File: src/rtl/adc_seq_pkg.sv
// Shared constants for the integrating ADC sequencer.
// Assumes eight one-hot phase outputs, of which six are used.
package adc_seq_pkg;
    localparam int NPH      = 8;
    localparam int PH_RST   = 0;
    localparam int PH_SIG   = 1;
    localparam int PH_BIAS  = 2;
    localparam int PH_REF1  = 3;
    localparam int PH_REF2  = 4;
    localparam int PH_STORE = 5;

    localparam logic [2:0] CODE_RST  = 3'b000;
    localparam logic [2:0] CODE_SIG  = 3'b001;
    localparam logic [2:0] CODE_BIAS = 3'b010;
    localparam logic [2:0] CODE_REF1 = 3'b011;
    localparam logic [2:0] CODE_REF2 = 3'b100;
    localparam logic [2:0] CODE_IDLE = 3'b111;

    typedef enum logic [1:0] {
        TRG_INT  = 2'd0,
        TRG_EXT  = 2'd1,
        TRG_CPU  = 2'd2,
        TRG_NONE = 2'd3
    } trig_sel_e;
endpackage

File: src/rtl/adc_phase_seq.sv
// One-hot phase sequencer with fixed-length phase timer and analog code decode.
// Assumes start, null_det and sat are synchronous to clk.
module adc_phase_seq
    import adc_seq_pkg::*;
#(
    parameter int SIG_CYC  = 40,
    parameter int BIAS_CYC = 10
) (
    input  logic           clk,
    input  logic           rst_n,
    input  logic           start,
    input  logic           null_det,
    input  logic           sat,
    output logic [NPH-1:0] phase,
    output logic [2:0]     code
);
    localparam int TMAX  = (SIG_CYC > BIAS_CYC) ? SIG_CYC : BIAS_CYC;
    localparam int TMR_W = $clog2(TMAX + 1);

    logic [TMR_W-1:0] tmr;
    logic [NPH-1:0]   nxt;
    logic             adv;

    // Decide completion of the current phase and its successor.
    always_comb begin
        nxt = '0;
        adv = 1'b0;
        if (phase[PH_RST]) begin
            adv = start;
            nxt[PH_SIG] = 1'b1;
        end else if (phase[PH_SIG]) begin
            adv = (tmr == TMR_W'(SIG_CYC - 1));
            nxt[PH_BIAS] = 1'b1;
        end else if (phase[PH_BIAS]) begin
            adv = (tmr == TMR_W'(BIAS_CYC - 1));
            nxt[PH_REF1] = 1'b1;
        end else if (phase[PH_REF1]) begin
            adv = sat | null_det;
            if (sat) nxt[PH_STORE] = 1'b1;
            else     nxt[PH_REF2]  = 1'b1;
        end else if (phase[PH_REF2]) begin
            adv = sat | null_det;
            nxt[PH_STORE] = 1'b1;
        end else begin
            adv = 1'b1;
            nxt[PH_RST] = 1'b1;
        end
    end

    // Phase register: step on completion only.
    always_ff @(posedge clk) begin
        if (!rst_n)   phase <= NPH'(1) << PH_RST;
        else if (adv) phase <= nxt;
    end

    // Phase timer: counts within a phase, restarts on every step.
    always_ff @(posedge clk) begin
        if (!rst_n || adv) tmr <= '0;
        else               tmr <= tmr + 1'b1;
    end

    // Analog control code for the active phase.
    always_comb begin
        if      (phase[PH_RST])  code = CODE_RST;
        else if (phase[PH_SIG])  code = CODE_SIG;
        else if (phase[PH_BIAS]) code = CODE_BIAS;
        else if (phase[PH_REF1]) code = CODE_REF1;
        else if (phase[PH_REF2]) code = CODE_REF2;
        else                     code = CODE_IDLE;
    end


    onehot_phase_chk: assert property (@(posedge clk) disable iff (!rst_n)
        $countones(phase) == 1);

    legal_step_chk: assert property (@(posedge clk) disable iff (!rst_n)
        !$stable(phase) |->
            (($past(phase[PH_RST])   && phase[PH_SIG])  ||
             ($past(phase[PH_SIG])   && phase[PH_BIAS]) ||
             ($past(phase[PH_BIAS])  && phase[PH_REF1]) ||
             ($past(phase[PH_REF1])  && (phase[PH_REF2] || phase[PH_STORE])) ||
             ($past(phase[PH_REF2])  && phase[PH_STORE]) ||
             ($past(phase[PH_STORE]) && phase[PH_RST])));
endmodule

File: src/rtl/adc_delay_cnt.sv
// Settling delay counter: loaded by the processor, drains one per clock in reset.
// Assumes load has priority over decrement.
module adc_delay_cnt #(
    parameter int DLY_W = 16
) (
    input  logic             clk,
    input  logic             rst_n,
    input  logic             load,
    input  logic [DLY_W-1:0] load_val,
    input  logic             run,
    output logic             zero
);
    logic [DLY_W-1:0] dly;

    // Load on processor write, otherwise count down while allowed.
    always_ff @(posedge clk) begin
        if (!rst_n)                dly <= '0;
        else if (load)             dly <= load_val;
        else if (run && dly != '0) dly <= dly - 1'b1;
    end

    assign zero = (dly == '0);
endmodule

File: src/rtl/adc_main_cnt.sv
// Reference-period counter with selectable saturation point and overrange flag.
// Assumes clr and count enable are never both needed in the same cycle.
module adc_main_cnt #(
    parameter int CNT_W = 20
) (
    input  logic             clk,
    input  logic             rst_n,
    input  logic             clr,
    input  logic             clr_ovr,
    input  logic             in_ref,
    input  logic [CNT_W-1:0] term,
    output logic [CNT_W-1:0] count,
    output logic             sat,
    output logic             ovr
);
    assign sat = in_ref && (count >= term);

    // Accumulate reference clocks, holding at the terminal value.
    always_ff @(posedge clk) begin
        if (!rst_n || clr)      count <= '0;
        else if (in_ref && !sat) count <= count + 1'b1;
    end

    // Overrange flag: set on saturation, cleared by start or control write.
    always_ff @(posedge clk) begin
        if (!rst_n || clr || clr_ovr) ovr <= 1'b0;
        else if (sat)                 ovr <= 1'b1;
    end


    count_gate_chk: assert property (@(posedge clk) disable iff (!rst_n)
        (!in_ref && !clr) |=> $stable(count));

    ovr_source_chk: assert property (@(posedge clk) disable iff (!rst_n)
        $rose(ovr) |-> $past(in_ref));
endmodule

File: src/rtl/adc_seq_ctrl.sv
// Integrating ADC sequence controller top: processor registers, trigger gating,
// data-ready latch, and the phase, delay and count datapaths.
// Assumes all inputs are synchronous to clk.
module adc_seq_ctrl
    import adc_seq_pkg::*;
#(
    parameter int DATA_W   = 16,
    parameter int RES_BASE = 16,
    parameter int SIG_CYC  = 40,
    parameter int BIAS_CYC = 10
) (
    input  logic                  clk,
    input  logic                  rst_n,
    input  logic                  wr_en,
    input  logic                  wr_sel,
    input  logic [DATA_W-1:0]     wr_data,
    input  logic                  rd_count,
    input  logic                  trig_int,
    input  logic                  trig_ext,
    input  logic                  trig_cpu,
    input  logic                  null_det,
    output logic [7:0]            phase_oh,
    output logic [2:0]            ana_code,
    output logic [RES_BASE+3:0]   count,
    output logic                  data_ready,
    output logic                  overrange
);
    localparam int CNT_W = RES_BASE + 4;

    logic        ctl_wr, dly_wr, dly_zero, cmd_lat, trig_hit, start, sat, in_ref;
    logic [1:0]  res_sel, res_eff;
    trig_sel_e   trig_sel;
    logic [CNT_W-1:0] term;
    logic        unused_hi;

    assign ctl_wr    = wr_en &&  wr_sel;
    assign dly_wr    = wr_en && !wr_sel;
    assign unused_hi = ^wr_data[DATA_W-1:4];

    // Control register: resolution and trigger source.
    always_ff @(posedge clk) begin
        if (!rst_n) begin
            res_sel  <= 2'd0;
            trig_sel <= TRG_INT;
        end else if (ctl_wr) begin
            res_sel  <= wr_data[1:0];
            trig_sel <= trig_sel_e'(wr_data[3:2]);
        end
    end

    // Processor command latch: set by pulse, cleared by control write or use.
    always_ff @(posedge clk) begin
        if (!rst_n || ctl_wr)                  cmd_lat <= 1'b0;
        else if (start && trig_sel == TRG_CPU) cmd_lat <= 1'b0;
        else if (trig_cpu)                     cmd_lat <= 1'b1;
    end

    // Select the active start source.
    always_comb begin
        case (trig_sel)
            TRG_INT: trig_hit = trig_int;
            TRG_EXT: trig_hit = trig_ext;
            TRG_CPU: trig_hit = cmd_lat;
            default: trig_hit = 1'b0;
        endcase
    end

    assign start   = phase_oh[PH_RST] && dly_zero && trig_hit;
    assign in_ref  = phase_oh[PH_REF1] || phase_oh[PH_REF2];
    assign res_eff = (res_sel == 2'd3) ? 2'd2 : res_sel;
    assign term    = (CNT_W'(1) << (RES_BASE + 2 * int'(res_eff))) - 1'b1;

    // Data-ready latch: set when leaving store, cleared by read or control write.
    always_ff @(posedge clk) begin
        if (!rst_n || rd_count || ctl_wr) data_ready <= 1'b0;
        else if (phase_oh[PH_STORE])      data_ready <= 1'b1;
    end

    adc_phase_seq #(.SIG_CYC(SIG_CYC), .BIAS_CYC(BIAS_CYC)) u_seq (
        .clk(clk), .rst_n(rst_n), .start(start), .null_det(null_det),
        .sat(sat), .phase(phase_oh), .code(ana_code)
    );

    adc_delay_cnt #(.DLY_W(DATA_W)) u_dly (
        .clk(clk), .rst_n(rst_n), .load(dly_wr), .load_val(wr_data),
        .run(phase_oh[PH_RST]), .zero(dly_zero)
    );

    adc_main_cnt #(.CNT_W(CNT_W)) u_cnt (
        .clk(clk), .rst_n(rst_n), .clr(start), .clr_ovr(ctl_wr),
        .in_ref(in_ref), .term(term), .count(count), .sat(sat), .ovr(overrange)
    );


    hold_while_delay_chk: assert property (@(posedge clk) disable iff (!rst_n)
        (phase_oh[PH_RST] && !dly_zero) |=> phase_oh[PH_RST]);

    ready_after_store_chk: assert property (@(posedge clk) disable iff (!rst_n)
        $rose(data_ready) |-> $past(phase_oh[PH_STORE]));

    spare_low_chk: assert property (@(posedge clk) disable iff (!rst_n)
        phase_oh[7:6] == 2'b00);
endmodule

File: config.mk
export PLATFORM = sky130hd
export DESIGN_NAME = adc_seq_ctrl
export DESIGN_NICKNAME = d
export VERILOG_FILES = /design/src/rtl/adc_seq_pkg.sv /design/src/rtl/adc_phase_seq.sv /design/src/rtl/adc_delay_cnt.sv /design/src/rtl/adc_main_cnt.sv /design/src/rtl/adc_seq_ctrl.sv
export SDC_FILE = /design/constraint.sdc
export NUM_CORES = 1
export LEC_CHECK = 0
export ABC_CLOCK_PERIOD_IN_PS = 3000
export BUFFER_PORTS_ARGS = -buffer_cell sky130_fd_sc_hd__buf_2
export CORE_ASPECT_RATIO = 1.4
export CORE_MARGIN = 2
export CORE_UTILIZATION = 45
export CTS_CLUSTER_DIAMETER = 80
export CTS_CLUSTER_SIZE = 8
export DETAILED_ROUTE_END_ITERATION = 8
export GPL_TIMING_DRIVEN = 0
export PLACE_DENSITY = 0.72
export SYNTH_ARGS = -nofsm -noshare
export SYNTH_HDL_FRONTEND = slang
export SYNTH_SLANG_ARGS = --single-unit
File: constraint.sdc
create_clock -name clk -period 3 [get_ports clk]
set_input_delay 0.15 -clock clk [delete_from_list [all_inputs] [get_ports clk]]
set_output_delay 0.15 -clock clk [all_outputs]
set_load 0.02 [all_outputs]
==> results.cfg <==
[outcome]
status = finished, final reports clean

[critical_path]
reg2reg_to = u_cnt.count[16]
r2r-start = res_sel[1]
startpoint = res_sel[1]
required_ps = 3240
arrival_ps = 2950
critical_path_class = flip-flop to flip-flop
critical_path.max_fanout = 6
reg2reg_depth = 9
endpoint = u_cnt.count[16]
crit_path_start_kind = flip-flop
end_kind = flip-flop
rrSetupSlack_ps = 290

[yosys]
synth_top_area_share_pct = 40.3
synthDistinctLibCells = 49
yosys.area.top_type = dfxtp_1
syn_avg_cell_area_um2 = 8.47
synth-main-ff-cell = dfxtp_1
yosysWarnings = 0
synth_area_um2 = 2740
synth-seq-cells = 55
synth_edf_count = 0
seq_area_frac_synth_pct = 40.3
yosys-top-cells-area = dfxtp_1 (40%), nor2_1 (5.6%), a21oi_1 (5.5%), xor2_1 (4.8%), ha_1 (4.1%)
async_flop_share_pct = 0
syn_inst = 323

[power]
p_switching_mw = 0.431
ir_worst_vdd_mv = 0.390
power_leakage_nw = 1.25
power_density_nw_per_um2 = 468
p_seq_share_pct = 54.5
comb_power_share_pct = 18.5
intPower_mw = 1.06
clkPwrFrac_pct = 27.0
swShare_pct = 28.9

[clocking]
post_cts_buffers = 0
clockBufferDepth = 2
insertion_delay_ps = 300
cts.clk_slew.worst_paths_ps = 100
h-tree-depth = 2
clock-sinks = 55
cts_tree = yes
root_buffer = clkbuf_8
numCtsBuffers = 5

[sta]
hold_viol = 0
worst_pin_slew_ps = 657
fin_skew_ps = 4.02
hold_ws_ps = 17.1
min_period_ps = 2710
final_max_slew_viol_count = 0
relSlewSlack_pct = 56.1
fin_crit_sh_pct = 90.4
max_freq_mhz = 369
setup_tns_ps = 0
rsz0062_at_grt = no
worst_slack_ps = 287
setup_viol = 0

[detailed_routing]
num_vias = 2532
drcViolationCount = 0
wire_per_inst_um = 13.6
drt_pass1_iterations = 4
drtIter0Drc = 91
ant_nets = 0
routed_via_density = 5.54
routed_wl_um = 6220

[layout]
area_growth_pct = 16.6
antenna_cells = 0
multi_input_area_um2 = 1550
final_nets = 420
layout_commonest_cell = buf_2
layout-drive-gt1-share_pct = 20.4
final_util_pct = 54.4
regArea_um2 = 1100
mostFrequentLayoutCells = buf_2 (58), dfxtp_1 (55), nor2_1 (41)
final_area_um2 = 3190
fillerInstances = 571

[placement]
io_buffers = 55
gp_congestion = 0.826
preCtsSetupSlack_ps = 211
dp_hpwl_um = 4770
placed_area_um2 = 3100

[die]
pin_count = 58
dieArea_um2 = 6730
dieWidth_um = 69.9
start_util_pct = 46.6
coreArea_um2 = 5860
rows = 33
die_h_um = 96.2

[global_route]
grt_overflow_total = 0
grt_max_degree = 17
grt_pass1_wl_um = 10600
grt_pass1_vias = 2373
grtUsageTotal_pct = 19.2
antenna_found_initial = 0

[run]
drv_cap = 0

[hold_path]
worst_hold_path_type = input port to flip-flop
-- synth_stat cells, types with 4 or more instances --
master	number
a211oi_1	4
a21oi_1	30
clkbuf_1	6
dfxtp_1	55
ha_1	9
inv_1	7
nand2_1	20
nand3_1	20
nand4_1	13
nor2_1	41
nor3_1	5
o21ai_0	21
or3_1	8
xnor2_1	12
xor2_1	15
-- final cells by class --
cell class                 instances  share of cell area (%)
inverter                           7                   0.824
clock buffer                       6                    2.28
buffer                            12                    1.88
tap                               70                    2.75
multi-input combinational        250                    48.7
clock inverter                     2                   0.392
sequential                        55                    34.5
timing repair buffer              55                    8.63
-- routing by layer --
| layer | vias to the layer above | GRT usage, % | routed length (µm) | part of all wire [%] |
|---|---|---|---|---|
| met5 | - | 0 | 0 | 0 |
| met4 | 0 | 4.97 | 59 | 0.95 |
| met3 | 5 | 3.04 | 259 | 4.2 |
| met2 | 58 | 37.0 | 3290 | 53 |
| met1 | 1187 | 21.9 | 2620 | 42 |
| li1 | 1282 | - | - | - |
-- cells by family after synthesis --
group,count (synthesis),synth area share [%]
simple gates,138,27.0
compound gates,71,15.6
flops,55,40.3
xor+xnor,27,8.65
buf+inv,19,3.16
fa+ha+maj,9,4.12
mux,3,1.10
other cells,1,0.137
-- state kept, by name, summed over array words and instances (netlist names) --
signal	count
data_ready	1
u_cnt.ovr	1
u_seq.tmr	6
trig_sel	2
cmd_lat	1
u_dly.dly	16
u_cnt.count	20
u_seq.phase	6
res_sel	2
-- power groups by stage --
stage	clock network, mW	registers, mW	logic [mW]
6_report	0.403	0.813	0.276
5_1_grt	0.436	0.819	0.313
4_1_cts	0.411	0.813	0.276
3_5_place_dp	0	0.830	0.273
3_3_place_gp	0	0.827	0.269
2_1_floorplan	0	0.822	0.210
-- worst min-delay path by stage --
stage          slack [ps]  cells after the start          to      from
2_1_floorplan         230                      1  data_ready  rd_count
3_3_place_gp          340                      2  data_ready  rd_count
3_5_place_dp          340                      2  data_ready  rd_count
4_1_cts                10                      2  data_ready  rd_count
5_1_grt                10                      2  data_ready  rd_count
6_report               20                      2  data_ready  rd_count
-- what timing repair did --
| action | 4_1_cts | 5_1_grt |
|---|---|---|
| hold buffers | 0 | 0 |
| endpoints found under the setup margin | 0 | 2 |
| resized for setup | 0 | 1 |
-- per-stage QoR --
| step | power [mW] | instances |
|---|---|---|
| after floorplan | 1.03 | 324 |
| after global placement | 1.10 | 449 |
| after detailed placement | 1.10 | 449 |
| after CTS | 1.50 | 457 |
| after global routing | 1.57 | 457 |
| final | 1.49 | 457 |
-- critical path, cell delays in order (launching register included) --
cell and delay [ps]:
dfxtp_1 330, or2_2 300, ha_1 280, ha_1 280, o21ai_0 170, o21bai_1 160, a21oi_1 410, nand3_1 230
or3_1 350, a21oi_1 140
No activity file was read; power rests on OpenSTA's default activity.
